===== src/rtl/lift_rot_pkg.sv =====
// Shared definitions for the lifting rotator.
// Assumes: one direction bit per sample, 0 meaning forward.
package lift_rot_pkg;

    typedef enum logic {
        DIR_FWD = 1'b0,
        DIR_INV = 1'b1
    } dir_e;

    // Decide whether a shear adds its term: a forward-adding shear subtracts in inverse.
    function automatic logic shear_adds(logic fwd_adds, dir_e dir);
        return fwd_adds ^ (dir == DIR_INV);
    endfunction

endpackage


===== src/rtl/lift_shear_stage.sv =====
// One registered lifting shear: updates one element of the pair by a
// rounded multiple of the other and passes the other element unchanged.
// Assumes: constant K is signed with FRAC_W fraction bits; sums wrap
// modulo 2^IW, which the opposite shear undoes exactly.
module lift_shear_stage
    import lift_rot_pkg::*;
#(
    parameter int IW       = 18,
    parameter int K_W      = 16,
    parameter int FRAC_W   = 14,
    parameter int K        = 0,
    parameter bit UPDATE_A = 1'b1,
    parameter bit FWD_ADD  = 1'b1
) (
    input  logic          clk,
    input  logic          rst_n,
    input  logic          in_valid,
    input  logic          in_mode,
    input  logic [IW-1:0] in_a,
    input  logic [IW-1:0] in_b,
    output logic          out_valid,
    output logic          out_mode,
    output logic [IW-1:0] out_a,
    output logic [IW-1:0] out_b
);

    localparam int PW = IW + K_W;
    localparam logic signed [K_W-1:0] KC = K[K_W-1:0];

    logic signed [IW-1:0] src;
    logic signed [IW-1:0] dst;
    logic signed [PW-1:0] prod;
    logic signed [IW-1:0] term;
    logic signed [IW-1:0] dst_next;
    logic                 adds;

    // Pick the element that drives the term and the one that is updated.
    assign src = UPDATE_A ? $signed(in_b) : $signed(in_a);
    assign dst = UPDATE_A ? $signed(in_a) : $signed(in_b);

    // Scaled product rounded toward minus infinity, then kept to IW bits.
    assign prod = PW'(src) * PW'(KC);
    assign term = IW'(prod >>> FRAC_W);

    // Add or subtract the term according to this sample's direction.
    assign adds     = shear_adds(FWD_ADD, dir_e'(in_mode));
    assign dst_next = adds ? (dst + term) : (dst - term);

    // Pipeline register for the pair, direction and valid flag.
    always_ff @(posedge clk) begin
        if (!rst_n) begin
            out_valid <= 1'b0;
            out_mode  <= 1'b0;
            out_a     <= '0;
            out_b     <= '0;
        end else begin
            out_valid <= in_valid;
            out_mode  <= in_mode;
            out_a     <= UPDATE_A ? dst_next : in_a;
            out_b     <= UPDATE_A ? in_b : dst_next;
        end
    end

    // a valid sample reaches the next stage one cycle later.
    a_r2_stage_valid: assert property (@(posedge clk) disable iff (!rst_n)
        in_valid |=> out_valid);

    // the direction bit travels with its sample.
    a_r8_mode_carried: assert property (@(posedge clk) disable iff (!rst_n)
        in_valid |=> out_mode == $past(in_mode));

    // the element not being sheared leaves the stage unchanged.
    a_r3_other_kept: assert property (@(posedge clk) disable iff (!rst_n)
        in_valid |=> (UPDATE_A ? (out_b == $past(in_b)) : (out_a == $past(in_a))));

    // a zero source leaves the sheared element unchanged in either direction.
    a_r4_zero_source: assert property (@(posedge clk) disable iff (!rst_n)
        (in_valid && (UPDATE_A ? (in_b == '0) : (in_a == '0)))
        |=> (UPDATE_A ? (out_a == $past(in_a)) : (out_b == $past(in_b))));

endmodule


===== src/rtl/lift_rotator.sv =====
// Reversible integer rotator: three registered lifting shears
// (a by b, b by a, a by b). Forward adds, subtracts, adds; inverse
// applies the same shears in the same slots with the signs flipped,
// which replays the forward steps in reverse.
// Assumes: forward inputs lie in DATA_W-bit signed range; constants are
// signed with FRAC_W fraction bits and magnitude at most 1.
module lift_rotator #(
    parameter int DATA_W = 16,
    parameter int K_W    = 16,
    parameter int FRAC_W = 14,
    parameter int K_TAN  = 6787,
    parameter int K_SIN  = 11585
) (
    input  logic                clk,
    input  logic                rst_n,
    input  logic                in_valid,
    input  logic                in_mode,
    input  logic [DATA_W+1:0]   in_a,
    input  logic [DATA_W+1:0]   in_b,
    output logic                out_valid,
    output logic [DATA_W+1:0]   out_a,
    output logic [DATA_W+1:0]   out_b
);

    localparam int IW     = DATA_W + 2;
    localparam int STAGES = 3;

    logic          ch_v [0:STAGES];
    logic          ch_m [0:STAGES];
    logic [IW-1:0] ch_a [0:STAGES];
    logic [IW-1:0] ch_b [0:STAGES];

    // Entry of the shear chain.
    assign ch_v[0] = in_valid;
    assign ch_m[0] = in_mode;
    assign ch_a[0] = in_a;
    assign ch_b[0] = in_b;

    // Three shears: the middle one updates b with the sine constant and subtracts forward.
    for (genvar i = 0; i < STAGES; i++) begin : g_shear
        localparam bit ON_A = (i != 1);
        localparam int KSEL = (i == 1) ? K_SIN : K_TAN;
        lift_shear_stage #(
            .IW       (IW),
            .K_W      (K_W),
            .FRAC_W   (FRAC_W),
            .K        (KSEL),
            .UPDATE_A (ON_A),
            .FWD_ADD  (ON_A)
        ) u_stage (
            .clk       (clk),
            .rst_n     (rst_n),
            .in_valid  (ch_v[i]),
            .in_mode   (ch_m[i]),
            .in_a      (ch_a[i]),
            .in_b      (ch_b[i]),
            .out_valid (ch_v[i+1]),
            .out_mode  (ch_m[i+1]),
            .out_a     (ch_a[i+1]),
            .out_b     (ch_b[i+1])
        );
    end

    // Chain exit drives the ports.
    assign out_valid = ch_v[STAGES];
    assign out_a     = ch_a[STAGES];
    assign out_b     = ch_b[STAGES];

    // reset clears the output pair and its valid flag.
    a_r1_reset_clears: assert property (@(posedge clk)
        !rst_n |=> (!out_valid && out_a == '0 && out_b == '0));

    // every output has a valid input three cycles earlier.
    a_r2_valid_origin: assert property (@(posedge clk) disable iff (!rst_n)
        out_valid |-> $past(in_valid, 3));

    // every valid input taken out of reset appears three cycles later.
    a_r2_valid_arrives: assert property (@(posedge clk) disable iff (!rst_n)
        ($past(in_valid, 3) && $past(rst_n, 3) && $past(rst_n, 2) && $past(rst_n, 1))
        |-> out_valid);

endmodule


===== config.mk =====
export PLATFORM = sky130hd
export DESIGN_NAME = lift_rotator
export DESIGN_NICKNAME = d
export VERILOG_FILES = /design/src/rtl/lift_rot_pkg.sv /design/src/rtl/lift_shear_stage.sv /design/src/rtl/lift_rotator.sv
export SDC_FILE = /design/constraint.sdc
export NUM_CORES = 1
export LEC_CHECK = 0
export ABC_AREA = 1
export ABC_CLOCK_PERIOD_IN_PS = 16000
export BUFFER_PORTS_ARGS = -buffer_cell sky130_fd_sc_hd__buf_4
export CAP_MARGIN = 10
export CELL_PAD_IN_SITES_DETAIL_PLACEMENT = 1
export CELL_PAD_IN_SITES_GLOBAL_PLACEMENT = 2
export CORE_ASPECT_RATIO = 0.6
export CORE_MARGIN = 2
export CORE_UTILIZATION = 41
export DETAILED_ROUTE_END_ITERATION = 10
export PLACE_DENSITY = 0.95
export SLEW_MARGIN = 20
export SYNTH_ARGS = -nofsm -noshare
export SYNTH_HDL_FRONTEND = slang
export SYNTH_HIERARCHICAL = 1
export SYNTH_SLANG_ARGS = --single-unit

===== constraint.sdc =====
create_clock -name clk -period 16 [get_ports clk]
set_clock_uncertainty 0.05 [all_clocks]
set_input_delay 3.2 -clock clk [delete_from_list [all_inputs] [get_ports clk]]
set_output_delay 3.2 -clock clk [all_outputs]
set_load 0.03 [all_outputs]

==> impl_summary.txt <==
----------------------------------------------------
[Outcome]
  Outcome ... finished, final reports clean

[Floorplan]
  Die Area ... 53100 um^2
  Die X ... 296 um
  Total I/O pin count ... 77
  Core ar. ... 50800 um^2
  Cell row count ... 64
  Effective utilization at floorplan ... 0.414
  Floorplan die height ... 179 um

[Detailed routing]
  Post-detailed-route count of antenna-violating nets ... 0
  Iteration-0 DRC count of the detailed router ... 1170
  Via count ... 19103
  Detailed-router iteration count before antenna repair ... 5
  Average wire per standard cell ... 18.2 um
  Total Wirelength ... 68500 um
  Post-detailed-route via-to-cell ratio ... 5.07
  Number of design rule violations left after detail routing ... 0

[Clocking]
  Hold-fix buffers at CTS ... 0
  Clk root buf ... sky130_fd_sc_hd__clkbuf_16
  Post-CTS Resized ... 0
  Clock latency reported for the late side of the worst-skew pair ... 0.44 ns
  Post-CTS setup-driven buffer insertion count ... 0
  CTS Buf Count ... 17
  Total number of clock tree sinks ... 113
  Number of H-tree branching levels ... 4
  Clock tree from TritonCTS ... yes
  Worst-case clock buffer depth ... 2
  Reg clk slew, reported paths ... 0.07 ns

[Placement]
  Count of buffers inserted at the top-level ports ... 76
  Half-perimeter wire length after placement ... 58800 um
  Weighted congestion reported at the end of routability-driven placement ... 0.907

[Min path]
  Class of the worst hold path ... flop to flop
  Instance count along the most critical hold path ... 2

[Timing]
  Setup repair after global routing missed its margin ... no
  Number of failing hold endpoints at the final stage ... 0
  Total setup violations reported at the end of the flow ... 0
  Final Critical Period ... 9.84 ns
  Total negative slack for setup checks ... 0 ns
  Transition time of the tightest slew-check pin ... 1.08 ns
  Peak Freq ... 102 MHz
  Relative slew slack ... 0.273
  Portion of the clock cycle consumed by the worst path in the final layout ... 0.615
  Max Transition Viols Final ... 0

[Layout]
  Net count, final ... 3651
  Antenna diode count ... 0
  Share of cells above drive strength 1 ... 0.0816
  Synth-to-Final Area Change ... 9.17%

[Global routing]
  GR Overflow Total ... 0
  Pin count of the biggest net entering global routing ... 92
  Total global-route track usage ... 0.268
  Number of global-route vias before repair ... 20227
  Wire length of the first global-routing pass ... 110000 um
  Antenna violations before repair ... 2

[Critical path]
  Critical path required time ... 16.29 ns
  Element type at the critical path start ... input pin
  CP delay by family, top ... adder cells
  Buf+Inv Stages, Crit Path ... 7
  Slowest cell on crit path ... sky130_fd_sc_hd__fa_1
  Critical path arrival ... 10.12 ns
  Number of logic stages on the critical path including buffering ... 32
  Reg2reg path depth ... 32
  Worst path max stage delay ... 0.57 ns
  Critical Path Most Common Cell ... sky130_fd_sc_hd__inv_1
  Critical Path Fanout Max ... 6
  Kind of end point of the critical path ... flop
  Worst setup path category ... input pin to flop

[Yosys]
  Synth Warn # ... 6
  Net Count, Synth ... 3574
  Synthesized netlist cell count ... 2986
  Combined area of all synthesized cells ... 21000 um^2
  Average size of a mapped cell ... 7.03 um^2

[Run]
  MaxCap Viol Count ... 0

----------------------------------------------------
-- layout make-up --
type | instances | area (um^2)
Fill cell | 6628 | 27800
Multi-Input combinational cell | 2115 | 15900
Inverter | 738 | 2770
Sequential cell | 113 | 2260
Tap cell | 693 | 867
Timing Repair Buffer | 78 | 586
Clock buffer | 17 | 425
Clock inverter | 15 | 135
-- worst min-delay path: stages, from the launching register on --
cell and delay, ns:
sky130_fd_sc_hd__dfxtp_1 0.31, sky130_fd_sc_hd__nand2_1 0.06, sky130_fd_sc_hd__inv_1 0.05
-- per-layer routing --
layer  global-route usage  wire, um
met1                0.398     35100
met2                0.408     28300
met3               0.0575      4600
met4               0.0282       504
met5                    0        13
-- sequential cells by signal, summed over array words and instances (netlist names) --
register and flops:
g_shear.u_stage/out_a 54, g_shear.u_stage/out_valid 3, g_shear.u_stage/out_b 54, g_shear.u_stage/out_mode 2
-- through the flow --
stage | hold slack (ns) | worst slack [ns] | instance area, um^2 | std cells | util
after detailed placement | 0.396 | 5.86 | 22400 | 3737 | 0.440
after CTS | 0.411 | 6.27 | 22900 | 3769 | 0.451
final | 0.393 | 6.16 | 22900 | 3769 | 0.451
after floorplan | 0.340 | 6.88 | 21000 | 2986 | -
after global routing | 0.436 | 5.67 | 22900 | 3769 | 0.451
after global placement | 0.398 | 6.02 | 22400 | 3737 | 0.440
-- cell usage in the layout (no fill, tap or decap), types with 6 or more instances in the layout --
master	count
sky130_fd_sc_hd__o21bai_1	9
sky130_fd_sc_hd__buf_4	78
sky130_fd_sc_hd__nand2_2	55
sky130_fd_sc_hd__fa_1	200
sky130_fd_sc_hd__dfxtp_1	113
sky130_fd_sc_hd__nand2_1	757
sky130_fd_sc_hd__and2_1	10
sky130_fd_sc_hd__nand3_1	113
sky130_fd_sc_hd__o21ai_1	9
sky130_fd_sc_hd__a21oi_1	139
sky130_fd_sc_hd__nand4_1	33
sky130_fd_sc_hd__ha_1	348
sky130_fd_sc_hd__inv_2	21
sky130_fd_sc_hd__nor2_1	155
sky130_fd_sc_hd__nor2_2	21
sky130_fd_sc_hd__xor2_1	51
sky130_fd_sc_hd__nand3_2	15
sky130_fd_sc_hd__nand3b_1	12
sky130_fd_sc_hd__clkbuf_16	17
sky130_fd_sc_hd__inv_1	714
sky130_fd_sc_hd__a21o_1	6
sky130_fd_sc_hd__nor3_1	10
sky130_fd_sc_hd__nor2_4	7
sky130_fd_sc_hd__o21a_1	8
sky130_fd_sc_hd__a31oi_1	7
sky130_fd_sc_hd__o21ai_0	85
sky130_fd_sc_hd__xnor2_1	29
-- final timing paths --
kind / startpoint / to / slack, ns
min: g_shear[1].u_stage/out_valid / g_shear[2].u_stage/out_valid / 0.39
max: in_b[1] / g_shear[0].u_stage/out_a[13] / 6.16
min reg2reg: g_shear[1].u_stage/out_valid / g_shear[2].u_stage/out_valid / 0.39
max reg2reg: g_shear[0].u_stage/out_a[17] / g_shear[1].u_stage/out_b[17] / 8.28
Power is not shown: default switching activity piles up to over one toggle a cycle in this logic, so the estimate is an artifact.
